## src/rtl/gpio_edge_pkg.sv

```systemverilog
package gpio_edge_pkg;

  // Register byte offsets; software depends on these positions.
  localparam int unsigned OFS_DIR  = 0;
  localparam int unsigned OFS_DATA = 1;
  localparam int unsigned OFS_TRIG = 3;
  localparam int unsigned OFS_STAT = 4;

  typedef enum logic [1:0] {
    TRIG_OFF  = 2'd0,
    TRIG_FALL = 2'd1,
    TRIG_RISE = 2'd2,
    TRIG_ANY  = 2'd3
  } trig_e;

  // Visible status for one input: bit 1 of the code selects the rise
  // flag, bit 0 selects the fall flag.
  function automatic logic trig_visible(input logic [1:0] code,
                                        input logic rise_flag,
                                        input logic fall_flag);
    return (code[1] & rise_flag) | (code[0] & fall_flag);
  endfunction

endpackage

```

## src/rtl/gpio_edge_sync.sv

```systemverilog
module gpio_edge_sync #(
  parameter int W      = 8,
  parameter int STAGES = 2
) (
  input  logic         clk,
  input  logic         rst_n,
  input  logic [W-1:0] d,
  output logic [W-1:0] q
);

  logic [W-1:0] stg [STAGES];

  always_ff @(posedge clk) begin
    if (!rst_n) begin
      for (int s = 0; s < STAGES; s++) stg[s] <= '0;
    end else begin
      stg[0] <= d;
      for (int s = 1; s < STAGES; s++) stg[s] <= stg[s-1];
    end
  end

  assign q = stg[STAGES-1];

endmodule

```

## src/rtl/gpio_edge_detect.sv

```systemverilog
module gpio_edge_detect #(
  parameter int W = 4
) (
  input  logic         clk,
  input  logic         rst_n,
  input  logic [W-1:0] lvl,
  output logic [W-1:0] rise_ev,
  output logic [W-1:0] fall_ev
);

  logic [W-1:0] prev_q;

  always_ff @(posedge clk) begin
    if (!rst_n) prev_q <= '0;
    else        prev_q <= lvl;
  end

  assign rise_ev = lvl & ~prev_q;
  assign fall_ev = ~lvl & prev_q;

endmodule

```

## src/rtl/gpio_edge_flags.sv

```systemverilog
module gpio_edge_flags
  import gpio_edge_pkg::*;
#(
  parameter int W = 4
) (
  input  logic           clk,
  input  logic           rst_n,
  input  logic [W-1:0]   rise_ev,
  input  logic [W-1:0]   fall_ev,
  input  logic [W-1:0]   clr,
  input  logic [2*W-1:0] trig,
  output logic [W-1:0]   rise_q,
  output logic [W-1:0]   fall_q,
  output logic [W-1:0]   vis
);

  for (genvar k = 0; k < W; k++) begin : g_pin
    logic r_q;
    logic f_q;

    // A new edge overrides a clear in the same cycle.
    always_ff @(posedge clk) begin
      if (!rst_n) begin
        r_q <= 1'b0;
        f_q <= 1'b0;
      end else begin
        r_q <= rise_ev[k] | (r_q & ~clr[k]);
        f_q <= fall_ev[k] | (f_q & ~clr[k]);
      end
    end

    assign rise_q[k] = r_q;
    assign fall_q[k] = f_q;
    assign vis[k]    = trig_visible(trig[2*k+1 -: 2], r_q, f_q);
  end

endmodule

```

## src/rtl/gpio_edge_ctrl.sv

```systemverilog
module gpio_edge_ctrl
  import gpio_edge_pkg::*;
#(
  parameter int NUM_OUT     = 4,
  parameter int NUM_IN      = 4,
  parameter int DATA_W      = 8,
  parameter int ADDR_W      = 3,
  parameter int SYNC_STAGES = 2
) (
  input  logic                      clk,
  input  logic                      rst_n,
  input  logic [ADDR_W-1:0]         bus_addr,
  input  logic                      bus_we,
  input  logic [DATA_W-1:0]         bus_wdata,
  output logic [DATA_W-1:0]         bus_rdata,
  input  logic [NUM_OUT+NUM_IN-1:0] pad_in,
  output logic [NUM_OUT-1:0]        pad_out,
  output logic                      irq_o
);

  localparam int NUM_PIN = NUM_OUT + NUM_IN;
  localparam int TRIG_W  = 2 * NUM_IN;
  localparam logic [DATA_W-1:0] DIR_WORD = DATA_W'((1 << NUM_OUT) - 1);

  // Named internal events, brought out for the checker.
  logic [NUM_PIN-1:0] pad_sync;
  logic [NUM_IN-1:0]  rise_ev;
  logic [NUM_IN-1:0]  fall_ev;
  logic [NUM_IN-1:0]  rise_q;
  logic [NUM_IN-1:0]  fall_q;
  logic [NUM_IN-1:0]  clr_mask;
  logic [NUM_IN-1:0]  status_vis;
  logic [TRIG_W-1:0]  trig_q;
  logic [NUM_OUT-1:0] out_q;
  logic               irq_q;

  logic wr_data;
  logic wr_trig;
  logic wr_stat;

  assign wr_data = bus_we && (bus_addr == ADDR_W'(OFS_DATA));
  assign wr_trig = bus_we && (bus_addr == ADDR_W'(OFS_TRIG));
  assign wr_stat = bus_we && (bus_addr == ADDR_W'(OFS_STAT));

  assign clr_mask = wr_stat ? bus_wdata[NUM_IN-1:0] : '0;

  gpio_edge_sync #(.W(NUM_PIN), .STAGES(SYNC_STAGES)) u_sync (
    .clk   (clk),
    .rst_n (rst_n),
    .d     (pad_in),
    .q     (pad_sync)
  );

  gpio_edge_detect #(.W(NUM_IN)) u_detect (
    .clk     (clk),
    .rst_n   (rst_n),
    .lvl     (pad_sync[NUM_PIN-1:NUM_OUT]),
    .rise_ev (rise_ev),
    .fall_ev (fall_ev)
  );

  gpio_edge_flags #(.W(NUM_IN)) u_flags (
    .clk     (clk),
    .rst_n   (rst_n),
    .rise_ev (rise_ev),
    .fall_ev (fall_ev),
    .clr     (clr_mask),
    .trig    (trig_q),
    .rise_q  (rise_q),
    .fall_q  (fall_q),
    .vis     (status_vis)
  );

  always_ff @(posedge clk) begin
    if (!rst_n) begin
      out_q  <= '0;
      trig_q <= '0;
      irq_q  <= 1'b0;
    end else begin
      if (wr_data) out_q  <= bus_wdata[NUM_OUT-1:0];
      if (wr_trig) trig_q <= bus_wdata[TRIG_W-1:0];
      irq_q <= |status_vis;
    end
  end

  always_comb begin
    bus_rdata = '0;
    case (bus_addr)
      ADDR_W'(OFS_DIR):  bus_rdata = DIR_WORD;
      ADDR_W'(OFS_DATA): bus_rdata = DATA_W'(pad_sync);
      ADDR_W'(OFS_TRIG): bus_rdata = DATA_W'(trig_q);
      ADDR_W'(OFS_STAT): bus_rdata = DATA_W'(status_vis);
      default:           bus_rdata = '0;
    endcase
  end

  assign pad_out = out_q;
  assign irq_o   = irq_q;

endmodule

```

## config.mk

```make
export PLATFORM = sky130hd
export DESIGN_NAME = gpio_edge_ctrl
export DESIGN_NICKNAME = d
export VERILOG_FILES = /design/src/rtl/gpio_edge_pkg.sv /design/src/rtl/gpio_edge_sync.sv /design/src/rtl/gpio_edge_detect.sv /design/src/rtl/gpio_edge_flags.sv /design/src/rtl/gpio_edge_ctrl.sv
export SDC_FILE = /design/constraint.sdc
export NUM_CORES = 1
export LEC_CHECK = 0
export ABC_AREA = 1
export BUFFER_PORTS_ARGS = -buffer_cell sky130_fd_sc_hd__buf_2
export CORE_UTILIZATION = 30
export DETAILED_ROUTE_END_ITERATION = 10
export PLACE_DENSITY = 0.47
export SYNTH_ARGS = -nofsm -noshare
export SYNTH_HDL_FRONTEND = slang
export SYNTH_SLANG_ARGS = --single-unit
```

## constraint.sdc

```tcl
create_clock -name clk -period 1 [get_ports clk]
set_input_delay 0 -clock clk [delete_from_list [all_inputs] [get_ports clk]]
set_output_delay 0 -clock clk [all_outputs]
set_load 0.03 [all_outputs]
```

# --- Word level (Yosys, flattened, before mapping) ---
# Memories as Yosys holds them, arrays and structs flattened.
# Cells that the tools add are included.
op_classes:
  reduce_logical: 5
  n_bitwise: 38
  n_eq_ne: 3
  n_mux: 6
ops:
  columns: ["op", "count"]
  rows:
  - ["$pmux W8 S4", 1]
  - ["$and A1 B1 Y1", 16]
  - ["$mux W8", 2]
  - ["$or A1 B1 Y1", 14]
  - ["$and A4 B4 Y4", 2]
  - ["$not A4 Y4", 2]
  - ["$mux W4", 1]
  - ["$not A1 Y1", 4]
  - ["$reduce_or A4 Y1", 1]
  - ["$eq A3 B1 Y1 const B", 1]
  - ["$eq A3 B2 Y1 const B", 1]
  - ["$eq A3 B3 Y1 const B", 1]
  - ["$logic_and A1 B1 Y1", 3]
  - ["$logic_not A3 Y1", 1]
  - ["$mux W1", 2]
word_totals:
  ramBits: 16
  word_cells: 65
  reg_bits: 25
  n_memories: 1
  in_bits: 22
  output_inout_bits: 13
memory_table:
  columns: ["name", "words", "word_bits", "rd", "rd_ports_with_merged_regs", "write_ports", "line_no", "rtl"]
  rows:
  - ["u_sync.stg", 2, 8, 2, 0, 2, "gpio_edge_sync.sv:11", "logic [W-1:0] stg [STAGES];"]

# --- Logic depth before layout (Yosys ltp) ---
logic_depth:
  word_depth: 6
  ltp_mapped: 5
  ltp_nobuf: 5

# --- Modules after synthesis ---
# From an unflattened synthesis, not the netlist that was laid out.
unflattened:
  cells_unflattened: 272
  hier_area_um2: 1889.3
modules_own_cells:
  columns: ["module", "seq_area_each_um2", "area_per_inst_um2", "cells_each", "instances"]
  rows:
  - ["gpio_edge_ctrl", 260.2, 780.7, 129, 1]
  - ["gpio_edge_sync", 320.3, 544.3, 58, 1]
  - ["gpio_edge_flags", 160.2, 384.1, 57, 1]
  - ["gpio_edge_detect", 80.1, 180.2, 28, 1]

# --- Least setup slack after synthesis ---
# Ideal clock, no wire load.
synth_path:
  path_kind: "flip-flop to output port"
  startpoint: "memory u_sync.stg[1][4] (netlist: u_sync.stg[0][12])"
  endpoint: "output bus_rdata[4]"
  path_buffers: 0
  required_time_ns: 1.000
  setup_slack_ns: -0.042
  stages_incl_launch_ff: 3
  arrival_time_ns: 1.042
  cell_sequence: "dfxtp_1 inv_1 o21ai_0"
synth_rtl:
  columns: ["element", "line_no", "rtl"]
  rows:
  - ["start: declaration", "gpio_edge_sync.sv:11", null]
  - ["end: declaration", "gpio_edge_ctrl.sv:15", "output logic [DATA_W-1:0] bus_rdata,"]

# --- Worst setup path after layout ---
layout_path:
  startpoint: "register u_flags.g_pin[2].f_q"
  endpoint: "output bus_rdata[2]"
layout_via:
  elab_chain_cells: 3
layout_lines:
  columns: ["element", "line_no", "rtl"]
  rows:
  - ["start: declaration", "gpio_edge_flags.sv:19", "logic f_q;"]
  - ["start signal: assignment", "gpio_edge_flags.sv:28", "f_q <= fall_ev[k] | (f_q & ~clr[k]);"]
  - ["$and A1 B1 Y1", "gpio_edge_pkg.sv:21", "return (code[1] & rise_flag) | (code[0] & fall_flag);"]
  - ["$or A1 B1 Y1", "gpio_edge_pkg.sv:21", null]
  - ["$pmux W8 S4", "gpio_edge_ctrl.sv:88", "case (bus_addr)"]
# No other way between the ends.

==> results.tsv <==
stage	metric	value	unit
sta	fmax	868.4	MHz
layout	Final #Nets	302	
sta	max_slew headroom	79.72	%
global_routing	vias in the first global route	1418	
min_path	hold wc startpoint	bus_wdata[2]	
power_and_ir_drop	Leak Pwr	0.001197	uW
critical_path	reg-to-reg slack, setup	140	ps
critical_path	Critical Path RT	1000	ps
min_path	Endpoint, Worst Hold	trig_q[2]	
global_routing	global route total overflow	0	
sta	Final period util	115.2	%
layout	fin area	2315	sq um
yosys	Syn. warnings	0	
critical_path	worst-path maximum fanout	2	
sta	Worst Max-Slew Pin Slew	303.5	ps
yosys	Mapped Nets	235	
global_routing	first-pass GRT wire length	6092	microns
placed_design	IO Port Bufs	34	
critical_path	Worst setup EP type	primary output	
sta	Setup Skew	2.246	ps
yosys	Yosys reg bits	41	
critical_path	Max stage delay cell, worst path	dfxtp_2	
cts	clock buffer count from CTS	5	
placed_design	Post-DP Area	1878	sq um
route	routed vias	1441	
route	antenna viol nets, final	0	
layout	area of the multi-input gates	635.6	sq um
placed_design	Place WS	-15.61	ps
floorplanning	core area	4848	sq um
critical_path	most frequent CP cell	nand2_2	
sta	Final setup viols	5	
sta	final critical-path required period	1152	ps
placed_design	cell total after placement	322	
sta	Fin. Hold Viols	0	
min_path	hold path cells	3	
run	# Max-Cap Violations	0	
critical_path	end of the worst register-to-register path	irq_o	
power_and_ir_drop	PD cells	1476	nW/um^2
layout	layout cell share with drive strength beyond 1	30.60	%
critical_path	crit path kind	reg2out	
critical_path	worst reg-to-reg path cell count	5	
layout	fillcell total	496	
layout	area grow syn2layout	48.95	%
power_and_ir_drop	VDD IR max	795.6	uV
floorplanning	DIE HEIGHT	73.97	microns
placed_design	routability congestion estimate	0.8375	
floorplanning	I/O pin total	35	
yosys	post-synthesis cell type count	12	
floorplanning	Starting Density	32.05	%
yosys	Synth Cell Area	1554	sq um
cts	CTS tree	done	
critical_path	startpoint types	flip-flop	
run_status	failing checks	negative setup slack	
global_routing	initial antenna violation count	0	
route	DRC Markers	0	
global_routing	GRT Overall Usage	14.93	%
layout	most frequent cells in the layout	nand2_1 (60), inv_1 (34), dfxtp_1 (28)	
critical_path	CP peak stage delay	330	ps
sta	max-slew violation count	0	
route	via density per instance	4.141	
cts	clock-pin slew reported for the worst setup and hold paths after clock tree synthesis	80	ps
critical_path	crit path cell chain	nand2_2 > nand2_2 > o21ai_2 > nand3_2 > buf_6	
cts	H-tree depth	2	
floorplanning	num rows	25	
floorplanning	Die ar.	5472	sq um
route	drt pass-1 iters	4	
layout	fin util	47.74	%
sta	RSZ-0062 raised after global routing	true	
layout	Non-Filler Instances	348	
yosys	Seq/Total Area, Yosys	52.82	%
cts	clock buffer depth	2	
cts	root buffer cell	clkbuf_8	
route	Total Routed Length	3619	microns
floorplanning	width of the chip	73.97	microns
placed_design	post-DP HPWL	2561	microns
run_status	status	complete, but fails checks	
layout	antenna cells	0	
sta	final worst slack	-151.6	ps
min_path	Worst Hold Class	in2reg	
layout	register area	837.1	sq um
route	DR WL/cell	10.40	microns
route	drt first-iter violations	67	
cts	clock sinks	41	
critical_path	R2R Path Start	trig_q[1]	
global_routing	largest net degree at the start of global routing	28	
sta	Final TNS setup	-552.1	ps
yosys	cells after synthesis	213	
critical_path	Worst EP arrival	1150	ps
cts	clk_lat worst skew	290	ps
layout	most common cell after layout, fill and taps aside	nand2_1	
yosys	Syn Area/Cell	7.296	sq um
==> registers in the layout, indices dropped and copies added, names as in the netlist <==
register / count
irq_o: 1
pad_out: 4
trig_q: 8
u_detect.prev_q: 4
u_flags.g_pin.f_q: 4
u_flags.g_pin.r_q: 4
u_sync.stg: 16
==> cells in the mapped netlist (all sizes together) <==
cell type	n	area share [%]
nand2	67	16
dfxtp	41	53
inv	35	8.5
nand3	21	6.8
nor2	14	3.9
a21oi	13	4.2
o21ai	12	3.9
buf	5	2.0
nand4	4	1.6
clkbuf	1	0.24
==> per-layer routing <==
metal	global-route usage, %	wire [microns]	vias up
met5	0	0	-
met4	7.692	72	0
met3	3.794	141	7
met2	24.95	1618	29
met1	17.72	1786	616
li1	-	-	789
==> area by class of cell <==
| cell class | count | area share (%) |
|---|---|---|
| clock inverter | 2 | 1.676 |
| sequential | 41 | 36.16 |
| clock buffer | 6 | 3.135 |
| inverter | 35 | 5.676 |
| tap | 67 | 3.622 |
| timing repair buffer | 66 | 22.27 |
| multi-input combinational | 131 | 27.46 |
==> stage by stage <==
step	hold WS, ps	power [uW]
2_1_floorplan	97.63	1917
3_3_place_gp	179.7	2046
3_5_place_dp	184.2	2045
4_1_cts	11.21	3452
5_1_grt	63.56	3574
6_report	20.67	3417
==> kinds of logic after synthesis <==
| group | count (synthesis) | synth area share (%) |
|---|---|---|
| simple gates | 106 | 28.42 |
| compound gates | 25 | 8.052 |
| buf+inv | 41 | 10.71 |
| flops | 41 | 52.82 |
==> where the power goes <==
part / switching, uW / leakage [uW] / internal [uW]
logic: 199 / 0.000801 / 169
clock network: 579 / 0.0000554 / 749
registers: 24.9 / 0.000341 / 1700
==> timing repair <==
action / CTS / global route
pin swaps: 6 / 10
hold endpoints to repair: 16 / 0
gates resized for setup: 40 / 18
endpoints found under the setup margin: 8 / 12
hold buffers: 16 / 0
setup buffers: 2 / 2
==> how the worst max path moves through the flow <==
stage	slack [ps]	from	to
2_1_floorplan	190	u_sync.stg[0][12]	bus_rdata[4]
3_3_place_gp	50	bus_addr[2]	bus_rdata[3]
3_5_place_dp	-20	bus_addr[2]	bus_rdata[3]
4_1_cts	-170	u_flags.g_pin[2].r_q	bus_rdata[2]
5_1_grt	-220	u_flags.g_pin[3].f_q	bus_rdata[3]
6_report	-150	u_flags.g_pin[2].f_q	bus_rdata[2]
==> worst max-delay path: cells and delay by family, from the launching register on <==
kind	cells	cell delay (ps)
AOI/OAI and AO/OA	1	160
buffers and inverters	1	140
DFF	1	330
and+or+nand+nor	3	220
Power figures use the tool's default switching activity.
